$ cat src/rtl/i2cb_pkg.sv
package i2cb_pkg;

    localparam int BYTE_W    = 8;
    localparam int SLOT_N    = BYTE_W + 1;            // data bits plus acknowledge slot
    localparam int SLOT_W    = $clog2(SLOT_N + 1);
    localparam int CTL_W     = 3;

    typedef logic [BYTE_W-1:0] byte_t;

    typedef enum logic [2:0] {
        ST_IDLE,
        ST_START,
        ST_HOLD,
        ST_XFER,
        ST_STOP
    } eng_state_e;

    typedef struct packed {
        logic ack_off;
        logic tx_dir;
        logic master_en;
    } ctl_t;

    typedef struct packed {
        logic scl_low;
        logic sda_low;
    } pins_t;

    // Line pattern per state and quarter phase; the data-slot SDA is added by the engine.
    function automatic pins_t frame_pins(eng_state_e st, logic [1:0] q);
        pins_t p;
        p = '0;
        case (st)
            ST_START: begin
                p.scl_low = (q == 2'd3);
                p.sda_low = (q >= 2'd2);
            end
            ST_HOLD:  p.scl_low = 1'b1;
            ST_XFER:  p.scl_low = (q == 2'd0) || (q == 2'd3);
            ST_STOP: begin
                p.scl_low = (q == 2'd0);
                p.sda_low = (q <= 2'd1);
            end
            default:  p = '0;
        endcase
        return p;
    endfunction

endpackage

$ cat src/rtl/i2cb_qtick.sv
module i2cb_qtick #(
    parameter int QTR_CYC = 4
) (
    input  logic clk,
    input  logic rst,
    input  logic run,
    output logic tick
);
    localparam int CW = (QTR_CYC > 1) ? $clog2(QTR_CYC) : 1;

    logic [CW-1:0] cnt;

    assign tick = run && (cnt == CW'(QTR_CYC - 1));

    always_ff @(posedge clk) begin
        if (rst || !run || tick) cnt <= '0;
        else                     cnt <= cnt + 1'b1;
    end
endmodule

$ cat src/rtl/i2cb_regs.sv
module i2cb_regs
    import i2cb_pkg::*;
(
    input  logic             clk,
    input  logic             rst,
    input  logic             reg_wr,
    input  logic             reg_rd,
    input  logic             reg_sel,
    input  logic [CTL_W-1:0] ctl_wdata,
    input  logic             in_hold,
    input  logic             rx_done,
    input  byte_t            rx_byte,
    output ctl_t             ctl,
    output byte_t            rdata,
    output logic             go_tx,
    output logic             go_rx
);
    byte_t rx_q;

    always_ff @(posedge clk) begin
        if (rst) begin
            ctl  <= '0;
            rx_q <= '0;
        end else begin
            if (reg_wr && !reg_sel) ctl  <= ctl_t'(ctl_wdata);
            if (rx_done)            rx_q <= rx_byte;
        end
    end

    // Side effects of data-register accesses, gated by direction and engine state
    assign go_tx = reg_wr && reg_sel &&  ctl.tx_dir && in_hold;
    assign go_rx = reg_rd && reg_sel && !ctl.tx_dir && in_hold;

    always_comb begin
        if (reg_sel) rdata = rx_q;
        else         rdata = {{(BYTE_W - CTL_W){1'b0}}, ctl};
    end
endmodule

$ cat src/rtl/i2cb_engine.sv
module i2cb_engine
    import i2cb_pkg::*;
(
    input  logic  clk,
    input  logic  rst,
    input  logic  tick,
    input  logic  master_en,
    input  logic  ack_off_in,
    input  logic  go_tx,
    input  logic  go_rx,
    input  byte_t tx_byte,
    input  logic  sda_i,
    output logic  scl_oe,
    output logic  sda_oe,
    output logic  busy,
    output logic  in_hold,
    output logic  run,
    output logic  rx_done,
    output byte_t rx_byte,
    output logic  nack
);
    localparam logic [SLOT_W-1:0] LAST_SLOT = SLOT_W'(SLOT_N - 1);

    eng_state_e        state;
    logic [1:0]        q;
    logic [SLOT_W-1:0] slot;
    byte_t             sh;
    logic              samp;
    logic              rx_mode;
    logic              ack_off;
    logic              nack_q;
    logic              slot_end;
    pins_t             fp;

    assign slot_end = (state == ST_XFER) && tick && (q == 2'd3);

    always_ff @(posedge clk) begin
        if (rst) begin
            state   <= ST_IDLE;
            q       <= '0;
            slot    <= '0;
            sh      <= '0;
            samp    <= 1'b0;
            rx_mode <= 1'b0;
            ack_off <= 1'b0;
            nack_q  <= 1'b0;
        end else begin
            case (state)
                ST_IDLE: if (master_en) begin
                    state <= ST_START;
                    q     <= '0;
                end
                ST_START: if (tick) begin
                    q <= q + 2'd1;
                    if (q == 2'd3) state <= ST_HOLD;
                end
                ST_HOLD: begin
                    if (go_tx) begin
                        state   <= ST_XFER;
                        q       <= '0;
                        slot    <= '0;
                        sh      <= tx_byte;
                        rx_mode <= 1'b0;
                    end else if (go_rx) begin
                        state   <= ST_XFER;
                        q       <= '0;
                        slot    <= '0;
                        sh      <= '0;
                        rx_mode <= 1'b1;
                        ack_off <= ack_off_in;
                    end else if (!master_en) begin
                        state <= ST_STOP;
                        q     <= '0;
                    end
                end
                ST_XFER: if (tick) begin
                    q <= q + 2'd1;
                    if (q == 2'd2) samp <= sda_i;
                    if (q == 2'd3) begin
                        if (slot == LAST_SLOT) begin
                            state <= ST_HOLD;
                            if (!rx_mode) nack_q <= samp;
                        end else begin
                            sh   <= {sh[BYTE_W-2:0], samp};
                            slot <= slot + 1'b1;
                        end
                    end
                end
                ST_STOP: if (tick) begin
                    q <= q + 2'd1;
                    if (q == 2'd3) state <= ST_IDLE;
                end
                default: state <= ST_IDLE;
            endcase
        end
    end

    always_comb begin
        fp     = frame_pins(state, q);
        scl_oe = fp.scl_low;
        sda_oe = fp.sda_low;
        if (state == ST_XFER) begin
            if (slot < SLOT_W'(BYTE_W)) sda_oe = !rx_mode && !sh[BYTE_W-1];
            else                        sda_oe = rx_mode && !ack_off;
        end
    end

    assign busy    = (state == ST_XFER);
    assign in_hold = (state == ST_HOLD);
    assign run     = (state == ST_START) || (state == ST_XFER) || (state == ST_STOP);
    assign rx_done = slot_end && (slot == LAST_SLOT) && rx_mode;
    assign rx_byte = sh;
    assign nack    = nack_q;
endmodule

$ cat src/rtl/i2c_byte_ctrl.sv
module i2c_byte_ctrl
    import i2cb_pkg::*;
#(
    parameter int QTR_CYC = 4
) (
    input  logic        clk,
    input  logic        rst,
    input  logic        reg_wr,
    input  logic        reg_rd,
    input  logic        reg_sel,
    input  logic [7:0]  reg_wdata,
    output logic [7:0]  reg_rdata,
    output logic        scl_oe,
    output logic        sda_oe,
    input  logic        sda_i,
    output logic        busy,
    output logic        nack
);
    ctl_t  ctl;
    logic  in_hold;
    logic  go_tx;
    logic  go_rx;
    logic  tick;
    logic  run;
    logic  rx_done;
    byte_t rx_byte;

    i2cb_regs u_regs (
        .clk       (clk),
        .rst       (rst),
        .reg_wr    (reg_wr),
        .reg_rd    (reg_rd),
        .reg_sel   (reg_sel),
        .ctl_wdata (reg_wdata[CTL_W-1:0]),
        .in_hold   (in_hold),
        .rx_done   (rx_done),
        .rx_byte   (rx_byte),
        .ctl       (ctl),
        .rdata     (reg_rdata),
        .go_tx     (go_tx),
        .go_rx     (go_rx)
    );

    i2cb_qtick #(.QTR_CYC(QTR_CYC)) u_qtick (
        .clk  (clk),
        .rst  (rst),
        .run  (run),
        .tick (tick)
    );

    i2cb_engine u_engine (
        .clk        (clk),
        .rst        (rst),
        .tick       (tick),
        .master_en  (ctl.master_en),
        .ack_off_in (ctl.ack_off),
        .go_tx      (go_tx),
        .go_rx      (go_rx),
        .tx_byte    (reg_wdata),
        .sda_i      (sda_i),
        .scl_oe     (scl_oe),
        .sda_oe     (sda_oe),
        .busy       (busy),
        .in_hold    (in_hold),
        .run        (run),
        .rx_done    (rx_done),
        .rx_byte    (rx_byte),
        .nack       (nack)
    );
endmodule

$ cat config.mk
export PLATFORM = sky130hd
export DESIGN_NAME = i2c_byte_ctrl
export DESIGN_NICKNAME = d
export VERILOG_FILES = /design/src/rtl/i2cb_pkg.sv /design/src/rtl/i2cb_qtick.sv /design/src/rtl/i2cb_regs.sv /design/src/rtl/i2cb_engine.sv /design/src/rtl/i2c_byte_ctrl.sv
export SDC_FILE = /design/constraint.sdc
export NUM_CORES = 1
export LEC_CHECK = 0
export BUFFER_PORTS_ARGS = -buffer_cell sky130_fd_sc_hd__buf_2
export CAP_MARGIN = 5
export CORE_ASPECT_RATIO = 0.8
export CORE_MARGIN = 2
export CORE_UTILIZATION = 30
export CTS_CLUSTER_DIAMETER = 200
export DETAILED_ROUTE_END_ITERATION = 8
export PLACE_DENSITY = 0.51
export SLEW_MARGIN = 25
export SYNTH_ARGS = -nofsm -noshare
export SYNTH_HDL_FRONTEND = slang
export SYNTH_SLANG_ARGS = --single-unit
$ cat constraint.sdc
create_clock -name clk -period 2.76 [get_ports clk]
set_clock_uncertainty 0.1 [all_clocks]
set_input_delay 0.276 -clock clk [delete_from_list [all_inputs] [get_ports clk]]
set_output_delay 0.276 -clock clk [all_outputs]
set_load 0.05 [all_outputs]
==> results.py, run 1 <==
metrics = {
    "status": {
        "outcome": "finished, final reports clean",
    },
    "final_layout": {
        "fin_cells": 312,
        "nets": 251,
        "diodes": 0,
        "drive_gt1_frac": 0.208,
        "fillers": 655,
        "area_delta_synth_final_pct": 14.6,
    },
    "sta": {
        "max_freq_mhz": 427,
        "maxSlewHeadroom": 0.606,
        "tightest_slew_ps": 589,
        "fin_crit_sh": 0.848,
        "timing.setup.tns_ps": 0,
        "period_needed_ps": 2340,
        "setup_violations": 0,
        "slew_violations": 0,
        "hold_viol": 0,
        "rsz0062_at_grt": "no",
    },
    "cts": {
        "cts_tree": "built",
        "clk_latency_ps": 290,
        "cts_hold_buffers": 0,
        "cts_made_buffers": 5,
        "cts_setup_buffers": 0,
        "cts_root_buffer": "clkbuf_8",
        "clockBufferDepth": 2,
        "cts-resized-gates": 0,
        "cts.sinks": 34,
        "cts.clk_slew.worst_paths_ps": 70,
        "htreeDepth": 2,
    },
    "synth": {
        "yosysMostFrequentCell": "dfxtp_1",
        "synth-edff-count": 0,
        "synth_fp_nets": 231,
        "syn_area_mm2": 0.00185,
        "synth_common_cells": "34 x dfxtp_1, 15 x nor2_1, 14 x nand2_1",
        "seq_area_frac_synth": 0.367,
        "postSynthAreaPerCell_um2": 8.82,
        "synth_warnings": 0,
        "syn_inst": 210,
        "yosys-top-cells-area": "dfxtp_1 37%, mux2i_1 5.4%, ha_1 4.7%",
        "synth.largest_area_cell": "dfxtp_1",
        "synth_top_area_frac": 0.367,
        "async_flop_share": 0,
        "ys_ff_latch": 34,
        "synthFlopType": "dfxtp_1",
        "synthDistinctLibCells": 47,
    },
    "worst_setup_path": {
        "crit_fanout": 14,
        "startpoint_type": "register",
        "arrival_ps": 1960,
        "reg2reg_slack_ps": 680,
        "cp_top_family": "flip-flops",
        "required_ps": 2380,
        "cp.buffers_inverters": 1,
        "end_kind": "output port",
        "path_cells": "and3b_1, o311ai_0, o211a_1, buf_2",
        "crit_path_max_incr_delay_ps": 690,
        "crit_type": "register to output port",
        "critPathSlowestCell": "dfxtp_1",
    },
    "job": {
        "max_cap_violations": 0,
    },
    "placed_design": {
        "portBuffers": 25,
        "dp_cells": 304,
        "place_congestion": 0.773,
        "place_hpwl_um": 3340,
    },
    "power": {
        "power_mw": 0.961,
        "intPower_mw": 0.723,
        "p_leak_nw": 0.821,
        "p_switching_mw": 0.239,
        "p_comb_frac": 0.076,
        "power.share.clock": 0.401,
        "ir_worst_vdd_uv": 212,
        "seqPwrFrac": 0.523,
        "p_per_area_mw_per_mm2": 453,
        "p_sw_frac": 0.248,
    },
    "die": {
        "core_area_mm2": 0.00594,
        "die_h_um": 74.3,
        "ios": 26,
        "die-area_mm2": 0.00683,
        "die_w_um": 91.9,
        "start_util": 0.312,
        "rows": 25,
    },
    "detailed_routing": {
        "drt-vias-per-instance": 5.23,
        "num_vias": 1633,
        "dr.pass1.iters": 4,
        "drt-initial-drc-count": 91,
        "routed_wl_um": 4660,
        "drc": 0,
        "final_antenna_net_count": 0,
        "avgRoutedWirePerCell_um": 14.9,
    },
    "global_routing": {
        "antenna_found_initial": 0,
        "grt_pass1_vias": 1479,
        "grt_usage": 0.145,
        "grt_max_degree": 19,
        "grt_pass1_wl_um": 7680,
        "grt.overflow.total": 0,
    },
    "min_path": {
        "hold_path.class": "input port to register",
    },
}
==> state kept, by name, indices dropped and copies added, names as in the netlist <==
name / cells
u_engine.rx_byte: 8
u_engine.ack_off: 1
u_engine.samp: 1
u_engine.rx_mode: 1
u_engine.slot: 4
u_qtick.cnt: 2
u_engine.q: 2
u_engine.state: 3
u_regs.rx_q: 8
u_engine.nack: 1
u_regs.ctl: 3
==> power by group through the flow <==
stage	sequential (mW)	combinational [mW]	clock [mW]
after detailed placement	0.514	0.0726	0
after global routing	0.504	0.0792	0.420
after floorplan	0.509	0.0522	0
final	0.503	0.0728	0.385
after global placement	0.514	0.0733	0
after CTS	0.503	0.0729	0.396
==> cell type report <==
class	instances	area [um^2]	area share
Clock inverter	1	5.00	0.00236
Multi-Input combinational cell	154	1070	0.505
Timing Repair Buffer	29	155	0.0731
Inverter	6	22.5	0.0106
Tap cell	81	101	0.0477
Sequential cell	34	681	0.321
Clock buffer	7	86.3	0.0407
==> kinds of logic (layout without fill, tap and decap cells) <==
group,after synthesis,after routing,synth area share
mux,15,15,0.0844
fa+ha+maj,7,7,0.0473
buf+inv,22,43,0.0540
flops,34,34,0.367
compound gates,53,53,0.203
simple gates,79,79,0.244
==> path summary, 6_finish.rpt <==
path	start	to	cells after the start
worst min register to register	u_qtick.cnt[0]	u_qtick.cnt[0]	1
worst min-delay path	sda_i	u_engine.samp	3
worst max-delay path	u_engine.state[0]	sda_oe	4
worst max register to register	u_engine.slot[0]	u_engine.rx_byte[4]	6
==> cell usage in the layout, fill, tap and decap left out, types with 7 or more instances in the layout <==
cell type	n
nand4_1	7
buf_2	25
ha_1	7
mux2i_1	10
nor2_1	15
and2_1	8
a21oi_1	13
dfxtp_1	34
o21ai_0	13
nand3_1	10
nand2_1	14
==> routing by layer <==
metal	global-route usage	part of all wire	vias to the layer above
met2	0.210	0.41	40
met1	0.210	0.52	772
li1	-	-	816
met5	0	0	-
met4	0.0647	0.015	0
met3	0.0284	0.050	5
==> worst reg2reg max path: stages (launching register included) <==
cell and delay, ps:
dfxtp_1 380, inv_1 80, ha_1 200, and3b_1 240, o22a_4 300, nor2_1 460
a311oi_1 170
==> metrics by stage <==
| stage | utilization | setup WS [ps] | instance area (um^2) | hold slack, ps |
|---|---|---|---|---|
| after floorplan | - | 615 | 1850 | 304 |
| after global placement | 0.342 | 717 | 2030 | 326 |
| final | 0.357 | 419 | 2120 | 124 |
| after detailed placement | 0.342 | 703 | 2030 | 322 |
| after CTS | 0.357 | 382 | 2120 | 116 |
| after global routing | 0.357 | 280 | 2120 | 140 |
No activity file was read; power rests on OpenSTA's default activity.
==> run 2, diff against run 1 <==
--- a/config.mk
+++ b/config.mk
@@ -12,7 +12,7 @@
 export CORE_UTILIZATION = 30
 export CTS_CLUSTER_DIAMETER = 200
 export DETAILED_ROUTE_END_ITERATION = 8
-export PLACE_DENSITY = 0.51
+export PLACE_DENSITY = 0.53
 export SLEW_MARGIN = 25
 export SYNTH_ARGS = -nofsm -noshare
 export SYNTH_HDL_FRONTEND = slang
==> constraint.sdc (replaced) <==
create_clock -name clk -period 1.9 [get_ports clk]
set_clock_uncertainty 0.1 [all_clocks]
set_input_delay 0.19 -clock clk [delete_from_list [all_inputs] [get_ports clk]]
set_output_delay 0.19 -clock clk [all_outputs]
set_load 0.05 [all_outputs]
==> results.py, run 2 (synthesized netlist as in run 1, its figures left out) <==
metrics = {
    "worst_setup_path": {
        "startpoint_type": "register",
        "path_cells": "and3b_1, o311ai_0, o211a_1, buf_4",
        "end_kind": "output port",
        "crit_fanout": 15,
        "crit_type": "register to output port",
        "critPathSlowestCell": "dfxtp_2",
        "required_ps": 1610,
        "arrival_ps": 1560,
        "crit_path_max_incr_delay_ps": 480,
        "cp.buffers_inverters": 1,
        "cp_top_family": "flip-flops",
    },
    "detailed_routing": {
        "routed_wl_um": 4910,
        "num_vias": 1662,
        "final_antenna_net_count": 0,
        "dr.pass1.iters": 4,
        "drt-vias-per-instance": 5.13,
        "drc": 0,
        "drt-initial-drc-count": 99,
        "avgRoutedWirePerCell_um": 15.2,
    },
    "die": {
        "die_w_um": 91.9,
        "start_util": 0.312,
        "die-area_mm2": 0.00683,
        "die_h_um": 74.3,
        "core_area_mm2": 0.00594,
        "ios": 26,
        "rows": 25,
    },
    "final_layout": {
        "layout_common_cells": "28 x dfxtp_1, 23 x buf_2, 16 x buf_4",
        "final_common_cell": "dfxtp_1",
        "drive_gt1_frac": 0.280,
        "post-route-util": 0.379,
        "nets": 263,
        "diodes": 0,
        "area_delta_synth_final_pct": 21.6,
    },
    "sta": {
        "hold_viol": 0,
        "tightest_slew_ps": 425,
        "hold_ws_ps": 33.1,
        "max_freq_mhz": 540,
        "setup_violations": 0,
        "period_needed_ps": 1850,
        "rsz0062_at_grt": "yes",
        "slew_violations": 0,
        "fin_crit_sh": 0.975,
        "maxSlewHeadroom": 0.713,
    },
    "placed_design": {
        "place_congestion": 0.842,
        "place_hpwl_um": 3490,
        "portBuffers": 25,
    },
    "cts": {
        "cts.clk_slew.worst_paths_ps": 80,
        "cts_hold_buffers": 0,
        "cts_made_buffers": 5,
        "cts_setup_buffers": 0,
        "htreeDepth": 2,
        "clockBufferDepth": 2,
        "cts_tree": "built",
        "cts_root_buffer": "clkbuf_8",
        "cts.sinks": 34,
        "clk_latency_ps": 290,
    },
    "power": {
        "ir_worst_vdd_uv": 286,
        "power_mw": 1.41,
        "p_leak_nw": 0.895,
        "p_per_area_mw_per_mm2": 628,
    },
    "status": {
        "outcome": "finished, final reports clean",
    },
    "min_path": {
        "hold_path.class": "input port to register",
    },
    "global_routing": {
        "grt_usage": 0.153,
        "antenna_found_initial": 0,
        "grt_pass1_vias": 1546,
        "grt_max_degree": 27,
        "grt_pass1_wl_um": 8020,
        "grt.overflow.total": 0,
    },
    "job": {
        "max_cap_violations": 0,
    },
}
[run 2: repair_timing]
item	in CTS	in global routing
hold endpoints to repair	0	0
resized for setup	6	5
endpoints found under the setup margin	2	8
pin swaps	0	2
[run 2: path summary, 6_finish.rpt]
| kind | end | start | slack (ps) | cells after the start |
|---|---|---|---|---|
| worst max-delay path | sda_oe | u_engine.state[2] | 50 | 4 |
| worst min-delay path | u_engine.samp | sda_i | 30 | 3 |
| worst max register to register | u_engine.slot[3] | u_engine.slot[0] | 120 | 6 |
| worst min register to register | u_qtick.cnt[0] | u_qtick.cnt[0] | 340 | 1 |
[run 2: worst register-to-register path: cells and delay by family, from the launching register on]
kind	cells	cell delay (ps)
fa+ha+maj	1	180
buf+inv	1	50
flops	1	330
simple gates	2	650
compound gates	2	390
[run 2: final cells by class]
class	instances	area (um^2)
Fill cell	641	3690
Multi-Input combinational cell	154	1080
Sequential cell	34	691
Timing Repair Buffer	41	267
Tap cell	81	101
Clock buffer	7	86.3
Inverter	6	22.5
Clock inverter	1	5.00
[run 2: routing by layer]
metal  GRT usage  vias up  wire [um]
met3      0.0334        4        236
met1       0.224      781       2560
met2       0.224       41       2060
met4      0.0547        0         57
li1            -      836          -
met5           0        -          0
[run 2: through the flow]
stage	cells	setup TNS, ps	worst slack, ps	area [um^2]
after floorplan	210	0	45.2	1860
after global placement	316	0	99.1	2140
after detailed placement	316	0	52.9	2140
after CTS	324	0	16.1	2240
after global routing	324	-27.2	-13.8	2250
final	324	0	48.1	2250
[run 2: power by group]
group / total, mW / internal [mW] / leakage (nW) / switching [mW]
sequential: 0.724 / 0.717 / 0.278 / 0.00762
combinational: 0.121 / 0.0484 / 0.570 / 0.0729
clock: 0.569 / 0.293 / 0.0482 / 0.276
==> run 3, diff against run 2 <==
--- a/config.mk
+++ b/config.mk
@@ -16,4 +16,5 @@
 export SLEW_MARGIN = 25
 export SYNTH_ARGS = -nofsm -noshare
 export SYNTH_HDL_FRONTEND = slang
+export SYNTH_HIERARCHICAL = 1
 export SYNTH_SLANG_ARGS = --single-unit
==> results.py, run 3 <==
metrics = {
    "status": {
        "outcome": "finished, violations left",
        "violations": "negative setup slack",
    },
    "synth": {
        "synth_fp_nets": 237,
        "synthDistinctLibCells": 51,
        "syn_inst": 216,
        "synth_common_cells": "34 x dfxtp_1, 17 x nor2_1, 16 x nand2_1",
        "postSynthAreaPerCell_um2": 8.76,
        "yosys-top-cells-area": "dfxtp_1 36%, mux2i_1 6.3%, ha_1 4.6%",
        "yosysMostFrequentCell": "dfxtp_1",
        "synth-edff-count": 0,
        "synth_warnings": 6,
        "synth_top_area_frac": 0.360,
        "syn_area_mm2": 0.00189,
        "seq_area_frac_synth": 0.360,
        "synthFlopType": "dfxtp_1",
        "ys_ff_latch": 34,
        "synth.largest_area_cell": "dfxtp_1",
        "async_flop_share": 0,
    },
    "worst_setup_path": {
        "r2r_end": "u_regs/rx_q[0]",
        "cp_top_family": "buffers and inverters",
        "path_cells": "buf_4, nand3b_4, buf_4, o221a_2, buf_6",
        "startpoint_type": "register",
        "crit_path_end": "sda_oe",
        "crit_fanout": 6,
        "end_kind": "output port",
        "cp.buffers_inverters": 3,
        "critPathSlowestCell": "dfxtp_4",
        "reg2reg_slack_ps": -2,
        "r2r-start": "u_engine/state[1]",
        "arrival_ps": 1610,
        "crit_path_max_incr_delay_ps": 370,
        "startpoint": "u_engine/state[2]",
        "crit_type": "register to output port",
        "rr_worst_depth": 9,
        "crit_top_cell": "buf_4",
        "cp.depth": 5,
        "required_ps": 1610,
    },
    "sta": {
        "max_freq_mhz": 526,
        "fin_crit_sh": 1.00,
        "hold_viol": 0,
        "maxSlewHeadroom": 0.800,
        "rsz0062_at_grt": "yes",
        "tightest_slew_ps": 301,
        "slew_violations": 0,
        "setup_violations": 1,
        "period_needed_ps": 1900,
        "setup_ws_ps": -1.95,
    },
    "global_routing": {
        "grt_usage": 0.148,
        "grt_max_degree": 16,
        "grt_pass1_vias": 1585,
        "antenna_found_initial": 0,
        "grt_pass1_wl_um": 7920,
        "grt.overflow.total": 0,
    },
    "die": {
        "start_util": 0.315,
        "ios": 26,
        "rows": 25,
        "core_area_mm2": 0.00601,
        "die_h_um": 75.1,
        "die_w_um": 92.8,
        "die-area_mm2": 0.00697,
    },
    "cts": {
        "cts.sinks": 34,
        "cts.clk_slew.worst_paths_ps": 70,
        "htreeDepth": 2,
        "clk_latency_ps": 290,
        "cts_root_buffer": "clkbuf_8",
        "cts_made_buffers": 5,
        "cts_hold_buffers": 0,
        "clockBufferDepth": 2,
        "cts_tree": "built",
    },
    "min_path": {
        "hold_start": "sda_i",
        "hold_path.class": "input port to register",
    },
    "job": {
        "max_cap_violations": 0,
    },
    "detailed_routing": {
        "num_vias": 1746,
        "avgRoutedWirePerCell_um": 14.2,
        "dr.pass1.iters": 4,
        "drt-initial-drc-count": 62,
        "drt-vias-per-instance": 5.02,
        "drc": 0,
        "final_antenna_net_count": 0,
        "routed_wl_um": 4950,
    },
    "placed_design": {
        "dp_cells": 332,
        "place_congestion": 0.826,
        "portBuffers": 25,
        "preCtsSetupSlack_ps": 3.38,
        "place_hpwl_um": 3470,
    },
    "final_layout": {
        "area_delta_synth_final_pct": 32.1,
        "fin_cells": 348,
        "drive_gt1_frac": 0.341,
        "layout_common_cells": "29 x dfxtp_1, 28 x buf_4, 22 x buf_2",
        "final_common_cell": "dfxtp_1",
        "diodes": 0,
        "nets": 287,
    },
    "power": {
        "p_per_area_mw_per_mm2": 554,
        "p_leak_nw": 1.05,
        "ir_worst_vdd_uv": 411,
    },
}
-- run 3: layout make-up --
class,instances,area [um^2]
clock inverters,1,5.00
flip-flops and latches,34,694
fillers,621,3500
multi-input cells,158,1180
inverters,11,41.3
well taps,81,101
repair buffers,56,388
clock buffers,7,86.3
-- run 3: kinds of logic after synthesis --
kind of cell	Yosys count	share of synthesized area
AOI/OAI and AO/OA	53	0.199
adders and majority gates	7	0.0463
buffers and inverters	24	0.0608
DFF	34	0.360
muxes	15	0.0872
and+or+nand+nor	83	0.247
-- run 3: where the power goes --
group	internal [mW]	switching, mW	leakage, nW	total (mW)
registers	0.714	0.00712	0.278	0.721
logic	0.0435	0.0528	0.721	0.0963
clock network	0.293	0.275	0.0482	0.567
total	1.05	0.334	1.05	1.38
-- run 3: timing repair --
item,4_1_cts,5_1_grt
endpoints found under the setup margin,9,25
pin swaps,0,10
resized for setup,9,18
buffers inserted,0,8
cloned,0,0
-- run 3: routing by layer --
layer,vias up,GRT usage,wire (um),share of wire
met3,6,0.0480,272,0.055
li1,885,-,-,-
met5,-,0,0,0
met1,819,0.216,2550,0.52
met2,36,0.207,2060,0.42
met4,0,0.0490,61,0.012
-- run 3: worst min path at each step --
stage	depth (start not counted)	slack, ps	endpoint
after CTS	3	60	u_engine/samp
after global placement	1	330	u_qtick/cnt[0]
after detailed placement	1	320	u_qtick/cnt[0]
after floorplan	1	170	u_qtick/cnt[0]
after global routing	3	90	u_engine/rx_byte[6]
final	3	70	u_engine/samp
-- run 3: stage by stage --
step | setup TNS (ps) | cell area [um^2] | utilization | hold slack (ps) | power, mW
after floorplan | -64.2 | 1920 | - | 169 | 0.791
after global placement | 0 | 2240 | 0.373 | 325 | 0.829
after detailed placement | 0 | 2240 | 0.373 | 323 | 0.829
after CTS | 0 | 2360 | 0.394 | 63.7 | 1.40
after global routing | -1040 | 2500 | 0.416 | 90.1 | 1.44
final | -1.95 | 2500 | 0.416 | 74.2 | 1.38
-- run 3: worst register-to-register path, delay by kind of cell, from the launching register on --
kind	cells	cell delay, ps
AND/OR/NAND/NOR	5	710
buffers and inverters	2	270
flip-flops	1	330
multiplexers	1	200
AO/OA/AOI/OAI	1	190
